### src/rtl/convtime_pkg.sv
package convtime_pkg;

  localparam int LEN_W  = 22;
  localparam int CODE_W = 4;

  typedef enum logic [1:0] {
    OP_SINGLE  = 2'd0,
    OP_CONT    = 2'd1,
    OP_OFFCAL  = 2'd2,
    OP_GAINCAL = 2'd3
  } op_e;

  function automatic logic code_listed(input logic [CODE_W-1:0] c);
    return (c <= 4'd4) || ((c >= 4'd8) && (c <= 4'd12));
  endfunction

  // one-shot conversion duration in cycles
  function automatic logic [LEN_W-1:0] oneshot_len(input logic f, input logic [CODE_W-1:0] c);
    logic [LEN_W-1:0] r;
    case ({f, c})
      5'h00: r = LEN_W'(171448);
      5'h01: r = LEN_W'(335288);
      5'h02: r = LEN_W'(662968);
      5'h03: r = LEN_W'(1318328);
      5'h04: r = LEN_W'(2629048);
      5'h08: r = LEN_W'(7592);
      5'h09: r = LEN_W'(17848);
      5'h0A: r = LEN_W'(28088);
      5'h0B: r = LEN_W'(48568);
      5'h0C: r = LEN_W'(89528);
      5'h10: r = LEN_W'(205738);
      5'h11: r = LEN_W'(402346);
      5'h12: r = LEN_W'(795562);
      5'h13: r = LEN_W'(1581994);
      5'h14: r = LEN_W'(3154858);
      5'h18: r = LEN_W'(9110);
      5'h19: r = LEN_W'(21418);
      5'h1A: r = LEN_W'(33706);
      5'h1B: r = LEN_W'(58282);
      5'h1C: r = LEN_W'(107434);
      default: r = f ? LEN_W'(205738) : LEN_W'(171448);
    endcase
    return r;
  endfunction

  // first result of a stream, includes start-up overhead
  function automatic logic [LEN_W-1:0] stream_first_len(input logic f, input logic [CODE_W-1:0] c);
    logic [LEN_W-1:0] r;
    case ({f, c})
      5'h00: r = LEN_W'(89528);
      5'h01: r = LEN_W'(171448);
      5'h02: r = LEN_W'(335288);
      5'h03: r = LEN_W'(662968);
      5'h04: r = LEN_W'(1318328);
      5'h08: r = LEN_W'(2472);
      5'h09: r = LEN_W'(12728);
      5'h0A: r = LEN_W'(17848);
      5'h0B: r = LEN_W'(28088);
      5'h0C: r = LEN_W'(48568);
      5'h10: r = LEN_W'(107434);
      5'h11: r = LEN_W'(205738);
      5'h12: r = LEN_W'(402346);
      5'h13: r = LEN_W'(795562);
      5'h14: r = LEN_W'(1581994);
      5'h18: r = LEN_W'(2966);
      5'h19: r = LEN_W'(15274);
      5'h1A: r = LEN_W'(21418);
      5'h1B: r = LEN_W'(33706);
      5'h1C: r = LEN_W'(58282);
      default: r = f ? LEN_W'(107434) : LEN_W'(89528);
    endcase
    return r;
  endfunction

  // steady stream period: a base value doubled per code step
  function automatic logic [LEN_W-1:0] stream_period(input logic f, input logic [CODE_W-1:0] c);
    logic [LEN_W-1:0] base;
    if (c[3]) base = f ? LEN_W'(1536) : LEN_W'(1280);
    else      base = f ? LEN_W'(49152) : LEN_W'(40960);
    return base << c[2:0];
  endfunction

endpackage

### src/rtl/convtime_lut.sv
module convtime_lut
  import convtime_pkg::*;
#(
  parameter int OFF_TRIM_SLOW  = 608,
  parameter int OFF_TRIM_FAST  = 729,
  parameter int GAIN_TRIM_SLOW = 128,
  parameter int GAIN_TRIM_FAST = 153
) (
  input  logic              frs,
  input  logic [CODE_W-1:0] code,
  input  op_e               op,
  input  logic              first,
  output logic [LEN_W-1:0]  len,
  output logic              bad
);

  logic [CODE_W-1:0] eff_code;
  logic [LEN_W-1:0]  base_len;

  always_comb begin
    bad      = !code_listed(code);
    eff_code = bad ? '0 : code;
    base_len = oneshot_len(frs, eff_code);
    case (op)
      OP_CONT:    len = first ? stream_first_len(frs, eff_code) : stream_period(frs, eff_code);
      OP_OFFCAL:  len = base_len - (frs ? LEN_W'(OFF_TRIM_FAST) : LEN_W'(OFF_TRIM_SLOW));
      OP_GAINCAL: len = base_len - (frs ? LEN_W'(GAIN_TRIM_FAST) : LEN_W'(GAIN_TRIM_SLOW));
      default:    len = base_len;
    endcase
  end

  // every looked-up duration must allow a countdown of at least one cycle
  always_comb begin
    assert_len_nonzero_R1: assert (len != '0);
  end

endmodule

### src/rtl/convtime_counter.sv
module convtime_counter #(
  parameter int W = 22
) (
  input  logic         clk,
  input  logic         rst,
  input  logic         load,
  input  logic [W-1:0] load_val,
  input  logic         run,
  output logic         expire
);

  logic [W-1:0] cnt;

  always_ff @(posedge clk) begin
    if (rst)                 cnt <= '0;
    else if (load)           cnt <= load_val;
    else if (run && cnt != '0) cnt <= cnt - 1'b1;
  end

  assign expire = run && (cnt == '0);

  // the count is frozen when neither loaded nor running
  assert_hold_when_idle_R11: assert property (@(posedge clk) disable iff (rst)
    (!load && !run) |=> $stable(cnt));

endmodule

### src/rtl/convtime_flush.sv
module convtime_flush #(
  parameter int SKIP_SLOW = 3,
  parameter int SKIP_FAST = 5
) (
  input  logic clk,
  input  logic rst,
  input  logic arm,
  input  logic stream_start,
  input  logic fast,
  input  logic result,
  output logic settled
);

  localparam int SKIP_MAX = (SKIP_SLOW > SKIP_FAST) ? SKIP_SLOW : SKIP_FAST;
  localparam int SKIP_W   = $clog2(SKIP_MAX + 1);

  logic              pending;
  logic [SKIP_W-1:0] skip;

  always_ff @(posedge clk) begin
    if (rst) begin
      pending <= 1'b0;
      skip    <= '0;
    end else if (stream_start) begin
      pending <= 1'b0;
      skip    <= pending ? (fast ? SKIP_W'(SKIP_FAST) : SKIP_W'(SKIP_SLOW)) : '0;
    end else begin
      if (arm) pending <= 1'b1;
      if (result && skip != '0) skip <= skip - 1'b1;
    end
  end

  assign settled = (skip == '0);

  // the unsettled window never exceeds the larger configured length
  assert_skip_bounded_R7: assert property (@(posedge clk) disable iff (rst)
    skip <= SKIP_W'(SKIP_MAX));

endmodule

### src/rtl/convtime_seq.sv
module convtime_seq
  import convtime_pkg::*;
#(
  parameter int SKIP_SLOW = 3,
  parameter int SKIP_FAST = 5,
  parameter logic [3:0] FAST_CODE = 4'd8
) (
  input  logic       clk,
  input  logic       rst,
  input  logic       start,
  input  logic [1:0] op,
  input  logic [3:0] rate_code,
  input  logic       frs,
  output logic       done,
  output logic       valid,
  output logic       busy,
  output logic       rate_err
);

  op_e               op_q;
  logic [CODE_W-1:0] code_q;
  logic              frs_q;
  logic              seen_done;

  logic              accept;
  logic              expire;
  logic              settled;
  logic              lut_bad;
  logic [LEN_W-1:0]  lut_len;
  logic              reload;
  op_e               op_in;
  op_e               op_sel;

  assign op_in  = op_e'(op);
  assign accept = start && (!busy || (op_q == OP_CONT && seen_done));
  assign op_sel = accept ? op_in : op_q;
  assign reload = accept || (expire && op_q == OP_CONT);

  convtime_lut u_lut (
    .frs   (accept ? frs : frs_q),
    .code  (accept ? rate_code : code_q),
    .op    (op_sel),
    .first (accept),
    .len   (lut_len),
    .bad   (lut_bad)
  );

  convtime_counter #(.W(LEN_W)) u_cnt (
    .clk      (clk),
    .rst      (rst),
    .load     (reload),
    .load_val (lut_len - 1'b1),
    .run      (busy),
    .expire   (expire)
  );

  convtime_flush #(.SKIP_SLOW(SKIP_SLOW), .SKIP_FAST(SKIP_FAST)) u_flush (
    .clk          (clk),
    .rst          (rst),
    .arm          (expire && op_q != OP_CONT),
    .stream_start (accept && op_in == OP_CONT),
    .fast         (rate_code == FAST_CODE),
    .result       (expire && op_q == OP_CONT),
    .settled      (settled)
  );

  always_ff @(posedge clk) begin
    if (rst) begin
      busy      <= 1'b0;
      seen_done <= 1'b0;
      op_q      <= OP_SINGLE;
      code_q    <= '0;
      frs_q     <= 1'b0;
      done      <= 1'b0;
      valid     <= 1'b0;
      rate_err  <= 1'b0;
    end else begin
      done  <= expire;
      valid <= expire && (op_q != OP_CONT || settled);
      if (accept) begin
        busy      <= 1'b1;
        seen_done <= 1'b0;
        op_q      <= op_in;
        code_q    <= rate_code;
        frs_q     <= frs;
        rate_err  <= lut_bad;
      end else if (expire) begin
        if (op_q == OP_CONT) seen_done <= 1'b1;
        else                 busy      <= 1'b0;
      end
    end
  end

  assert_done_pulse_R11: assert property (@(posedge clk) disable iff (rst)
    done |=> !done);

  assert_done_needs_busy_R9: assert property (@(posedge clk) disable iff (rst)
    done |-> $past(busy));

  assert_oneshot_ends_R9: assert property (@(posedge clk) disable iff (rst)
    (done && op_q != OP_CONT) |-> !busy);

  assert_valid_with_done_R7: assert property (@(posedge clk) disable iff (rst)
    valid |-> done);

  assert_err_held_R8: assert property (@(posedge clk) disable iff (rst)
    !accept |=> $stable(rate_err));

endmodule

### config.mk
export PLATFORM = sky130hd
export DESIGN_NAME = convtime_seq
export DESIGN_NICKNAME = d
export VERILOG_FILES = /design/src/rtl/convtime_pkg.sv /design/src/rtl/convtime_lut.sv /design/src/rtl/convtime_counter.sv /design/src/rtl/convtime_flush.sv /design/src/rtl/convtime_seq.sv
export SDC_FILE = /design/constraint.sdc
export NUM_CORES = 1
export LEC_CHECK = 0
export BUFFER_PORTS_ARGS = -buffer_cell sky130_fd_sc_hd__buf_2
export CAP_MARGIN = 20
export CORE_UTILIZATION = 50
export CTS_BUF_LIST = sky130_fd_sc_hd__clkbuf_4
export CTS_CLUSTER_SIZE = 14
export DETAILED_ROUTE_END_ITERATION = 8
export GPL_ROUTABILITY_DRIVEN = 0
export GPL_TIMING_DRIVEN = 0
export PLACE_DENSITY = 0.66
export SLEW_MARGIN = 20
export SYNTH_ARGS = -nofsm -noshare
export SYNTH_HDL_FRONTEND = slang
export SYNTH_SLANG_ARGS = --single-unit
### constraint.sdc
create_clock -name clk -period 7.5 [get_ports clk]
set_input_delay 0.75 -clock clk [delete_from_list [all_inputs] [get_ports clk]]
set_output_delay 0.75 -clock clk [all_outputs]
set_load 0.01 [all_outputs]
Word-level counts from Yosys, hierarchy flattened

Cells that the tools add are included.

Add/sub/neg operators: 5
Magnitude comparators: 3
Eq/ne operators: 27
Muxes and demuxes: 25
Reductions and logical operators: 28
Shifts and indexed selects: 1

Operators with widths:

| operator                | number |
|---|---|
| $pmux W22 S20           | 2 |
| $mux W22                | 5 |
| $pmux W22 S3            | 1 |
| $eq A5 B5 Y1 const B    | 10 |
| $sub A22 B1 Y22 const B | 2 |
| $sub A22 B22 Y22        | 2 |
| $eq A5 B4 Y1 const B    | 5 |
| $logic_not A22 Y1       | 1 |
| $reduce_bool A22 Y1     | 1 |
| $shl A22 B3 Y22         | 1 |
| $mux W17                | 1 |
| $mux W16                | 1 |
| $mux W15                | 1 |
| $mux W3                 | 4 |
| $eq A5 B2 Y1 const B    | 2 |
| $logic_and A1 B1 Y1     | 10 |
| $mux W10                | 1 |
| $mux W4                 | 2 |
| $mux W8                 | 1 |
| $eq A2 B1 Y1 const B    | 3 |
| $reduce_bool A2 Y1      | 3 |
| $eq A5 B1 Y1 const B    | 1 |
| $eq A5 B3 Y1 const B    | 1 |
| $logic_not A5 Y1        | 1 |
| 17 further kinds        | 27 |

Bits of input ports: 10
Output and inout bits: 4
Bits in registers: 38

Longest topological paths before layout

Depth after elaboration: 16
Gate-level depth with buffers: 20
Mapped depth without buffers: 15

By module

Synthesis repeated with hierarchy kept, for this count alone.

Cell total of the unflattened synthesis: 523
Area, all modules: 3,860.0 sq um

By module, submodules not included:

| module           | sequential area each (sq um) | cells each | area an instance (sq um) | times used |
|---|---|---|---|---|
| convtime_lut     | 0.0                          | 236        | 1,391.3                  | 1 |
| convtime_counter | 440.4                        | 162        | 1,367.6                  | 1 |
| convtime_seq     | 240.2                        | 100        | 873.3                    | 1 |
| convtime_flush   | 80.1                         | 25         | 227.7                    | 1 |

Least setup slack after synthesis

No wires, ideal clock.

Path kind: input-to-reg
Start: input port start
End: register u_cnt.cnt[17]
Setup time: 0.120 ns
Data arrival time: 4.476 ns
Stages: 20
Setup slack: 2.904 ns
Buffers on the path: 6
Path through: buf_2 > and2b_4 > nor2_8 > buf_6 > buf_6 > buf_6 > clkbuf_1 > nor2_1 > a21oi_1 > ha_1 > o21ai_1 > nand2b_1 > xor2_1 > a221o_1 > o21bai_1 > a211oi_4 > buf_6 > nand4_1 > o31a_1 > a211o_1

Longest elaborated chain between the ends: 13

Ends and longest elaborated chain:

| item                                                      | RTL line               | RTL |
|---|---|---|
| start: declaration                                        | convtime_seq.sv:10     | `input logic start,` |
| $logic_and A1 B1 Y1 *                                     | convtime_seq.sv:35     | `assign accept = start && (!busy \|\| (op_q == OP_CONT && seen_done));` |
| branches (longest 12 deep; another with $sub A22 B22 Y22) | n/a                    |  |
| end signal: assignment                                    | convtime_counter.sv:16 | `else if (load) cnt <= load_val;` |
| end signal: assignment                                    | convtime_counter.sv:17 | `else if (run && cnt != '0) cnt <= cnt - 1'b1;` |
| end: declaration                                          | convtime_counter.sv:12 | `logic [W-1:0] cnt;` |

Mark *: on every way between the ends. The select of a mux whose other input is x is not followed.
A chain may end at the register's enable or synchronous reset.

Worst setup path after layout

Start: register busy
End: register u_cnt.cnt[17]

Longest elaborated chain between the ends: 15

Ends and longest elaborated chain:

| item                                                      | RTL line           | RTL |
|---|---|---|
| start: declaration                                        | convtime_seq.sv:16 | `output logic busy,` |
| start signal: assignment                                  | convtime_seq.sv:69 | `busy <= 1'b0;` |
| start signal: assignment                                  | convtime_seq.sv:81 | `busy <= 1'b1;` |
| start signal: assignment                                  | convtime_seq.sv:89 | `else busy <= 1'b0;` |
| branches (longest 15 deep; another with $sub A22 B22 Y22) | n/a                |  |

Several ways; the timed one is not identified. The select of a mux whose other input is x is not followed.

==> summary.txt <==
Clock network
  – Hold_buf cts: 0
  – Post-CTS Setup Inserts: 0
  – CTS H-tree depth: 2
  – CTS Buffer Depth: 2
  – Num CTS Buffers: 5
  – # clock sinks: 38
  – TritonCTS clock tree: done
  – # resized after CTS: 0
  – Clock transition at path regs: 0.15 ns
  – Clk_lat worst skew: 0.39 ns
  – Root Driver: clkbuf_4

Hold path
  – HP Class: reg2reg

Logic synthesis
  – Post-synthesis cell count: about 570
  – Synthesized area: about 4200 sq um
  – Number of flops mapped to enable cells by yosys: 0
  – Asr flop ratio synth: 0
  – Syn_nets: 592
  – Yosys cell types: 91
  – Syn. warnings: 0
  – Yosys reg bits: 38
  – Most used flip-flop cell after synthesis: dfxtp_1
  – Sequential share of the synthesized area: 0.181
  – Synthesized area per cell: 7.32 sq um

Power and ir drop
  – Worst vdd ir: 0.0839 mV
  – Internal power: 0.392 mW
  – Net Sw Frac: 0.463
  – Cell Pwr Density: 164 nW/um^2
  – Total power: 0.729 mW
  – Sw Pwr: 0.337 mW
  – Pleak: approximately 1.6 nW
  – Clock network fraction of total power: 0.159
  – Logic pwr share: 0.500
  – Share of power burned in registers: 0.341

Global route
  – Global-route wire length before repair: roughly 22 mm
  – GR Overflow Total: 0
  – Largest net degree at the start of global routing: 13
  – Initial antenna violation count: 0
  – GRT Util Overall: 0.319
  – Vias in the first global route: between 4,000 and 5,000

Outcome
  – Status: finished clean

Cells and area
  – Layout cells sized above 1: 0.133
  – Number of fill cells: 805
  – Commonest non-fill, non-tap cell in the layout: nand2_1
  – Ant diodes: 0
  – Final Net Count: 610
  – Layout Area Growth over Synthesis: 5.73%
  – Most frequent cells in the layout: 63 x nand2_1, 39 x nor2_1, 38 x dfxtp_1

Route
  – Drt wl/cell: between 15 and 20 microns
  – DR pass1 iterations: 6
  – Routed WL: about 14 mm
  – Via count: 4,756
  – DR DRC count: 0
  – Final antenna-violating net count: 0
  – DR vias/cell: 6.82
  – Initial DRC Count: 620

STA
  – Highest Clock Rate: 193 MHz
  – RSZ-0062 raised after global routing: false
  – Tcrit/Tclk final: 0.691
  – Tightest Pin Transition: 0.871 ns
  – Final Setup Violations: 0
  – Endpoints failing hold: 0
  – Worst slew margin: 0.415
  – Final Max Slew Viols: 0
  – Skew final: 0.0237 ns
  – Setup TNS: 0 ns
  – Min Tclk post-route: 5.19 ns

Job
  – Maxcap violations: 0

Critical path
  – CP Launch Type: flip-flop
  – Data arrival time of the worst path: approximately 5.5 ns
  – Delay of the slowest critical-path stage: 0.49 ns
  – Crit path kind: reg2reg
  – Cell mode on critical path: buf_6
  – Critical path, cell by cell: buf_4 -> and2b_4 -> nor2_8 -> buf_6 -> buf_6 -> buf_6 -> clkbuf_1 -> nor2_1 -> a21oi_1 -> ha_1 -> o21ai_1 -> nand2b_1 -> xor2_1 -> a221o_1 -> o21bai_1 -> a211oi_4 -> buf_6 -> nand4_1 -> o31a_1 -> a211o_1
  – Slowest CP cell: clkbuf_1
  – CP max FO: 10
  – CP Capture Type: flip-flop
  – Bufs and invs on worst path: 6
  – Delay-heaviest family, CP: compound AO/OA/AOI/OAI gates
  – Critical Path RT: 7.77 ns

Floorplanning
  – Core Area: 8180 sq um
  – Top-level I/O count: 14
  – Die ar.: 8760 sq um
  – Die H: 93.6 microns
  – # rows: 33
  – Die width: 93.6 microns
  – Initial Util: 0.513

Place
  – Dpl hpwl: 10.4 mm
  – PortBufs: 11
-- kinds of logic after synthesis --
logic type	synth area share
compound gates	0.316
buf+inv	0.0737
fa+ha+maj	0.0269
xor+xnor	0.0397
simple gates	0.335
mux	0.0272
flops	0.181
-- through the flow --
stage / utilization / hold slack, ns / cells / area, sq um / setup slack [ns]
floorplan: - / 0.458 / 573 / 4190 / 2.90
global placement: 0.536 / 0.438 / 689 / 4380 / 2.07
detailed placement: 0.536 / 0.464 / 689 / 4380 / 2.02
CTS: 0.542 / 0.483 / 697 / 4430 / 2.39
global route: 0.542 / 0.493 / 697 / 4430 / 2.20
finish: 0.542 / 0.472 / 697 / 4430 / 2.31
-- final timing paths --
check	startpoint	endpoint	slack [ns]	depth (start not counted)
max reg2reg	busy	u_cnt.cnt[17]	2.31	20
max	busy	u_cnt.cnt[17]	2.31	20
min	rate_err	rate_err	0.47	2
min reg2reg	rate_err	rate_err	0.47	2
-- final cells by class --
cell class | instances | area (sq um) | area share
buffer | 39 | 228 | 0.0514
clock buffer | 5 | 37.5 | 0.00847
clock inverter | 3 | 16.3 | 0.00367
inverter | 21 | 81.3 | 0.0183
multi-input combinational | 475 | 3120 | 0.704
sequential | 38 | 761 | 0.172
tap | 105 | 131 | 0.0296
timing repair buffer | 11 | 55.1 | 0.0124
-- cells in the mapped netlist, types with 5 or more instances --
master | count | area share
a211oi_1 | 15 | 0.027
o211ai_1 | 10 | 0.018
inv_1 | 17 | 0.015
nand2_1 | 63 | 0.056
buf_6 | 6 | 0.016
or3_1 | 5 | 0.0075
nor3_2 | 5 | 0.012
o21ai_0 | 35 | 0.042
a21oi_1 | 36 | 0.043
buf_4 | 6 | 0.011
dfxtp_1 | 38 | 0.18
a211o_1 | 6 | 0.013
nor4_1 | 20 | 0.030
mux2i_1 | 8 | 0.019
xor2_1 | 7 | 0.015
nor2_1 | 39 | 0.035
nor2b_1 | 6 | 0.0090
clkbuf_1 | 12 | 0.011
nand2b_1 | 13 | 0.019
xnor2_1 | 12 | 0.025
ha_1 | 9 | 0.027
nor3_1 | 22 | 0.026
nor3b_1 | 6 | 0.011
and2_1 | 6 | 0.0090
a31oi_1 | 6 | 0.0090
nand4_1 | 15 | 0.022
and4_1 | 5 | 0.010
buf_2 | 11 | 0.013
and3_1 | 5 | 0.0075
nand3_1 | 23 | 0.027
-- state kept, by name, indices dropped and copies added (netlist names) --
register	cells
code_q	4
op_q	2
busy	1
u_cnt.cnt	22
seen_done	1
valid	1
u_flush.pending	1
u_flush.skip	3
done	1
frs_q	1
rate_err	1
-- metal layers --
metal,track usage,vias to the layer above,share of wire
li1,-,2217,-
met1,0.439,2216,0.43
met2,0.509,278,0.44
met3,0.0472,45,0.099
met4,0.0987,0,0.025
met5,0,-,0
-- power groups by stage --
stage | clock network, mW | registers [mW] | logic [mW]
after CTS | 0.118 | 0.247 | 0.354
after detailed placement | 0 | 0.252 | 0.352
final | 0.116 | 0.249 | 0.365
after global routing | 0.125 | 0.252 | 0.394
after global placement | 0 | 0.252 | 0.347
after floorplan | 0 | 0.243 | 0.274
-- worst reg2reg max path, delay by kind of cell (launching register included) --
family | cells | cell delay, ns
XOR/XNOR | 1 | 0.17
adder cells (fa/ha/maj) | 1 | 0.34
buffers and inverters | 6 | 1.37
flip-flops | 1 | 0.35
AND/OR/NAND/NOR | 5 | 0.93
AO/OA/AOI/OAI | 7 | 1.93
No activity file was read; power rests on OpenSTA's default activity.
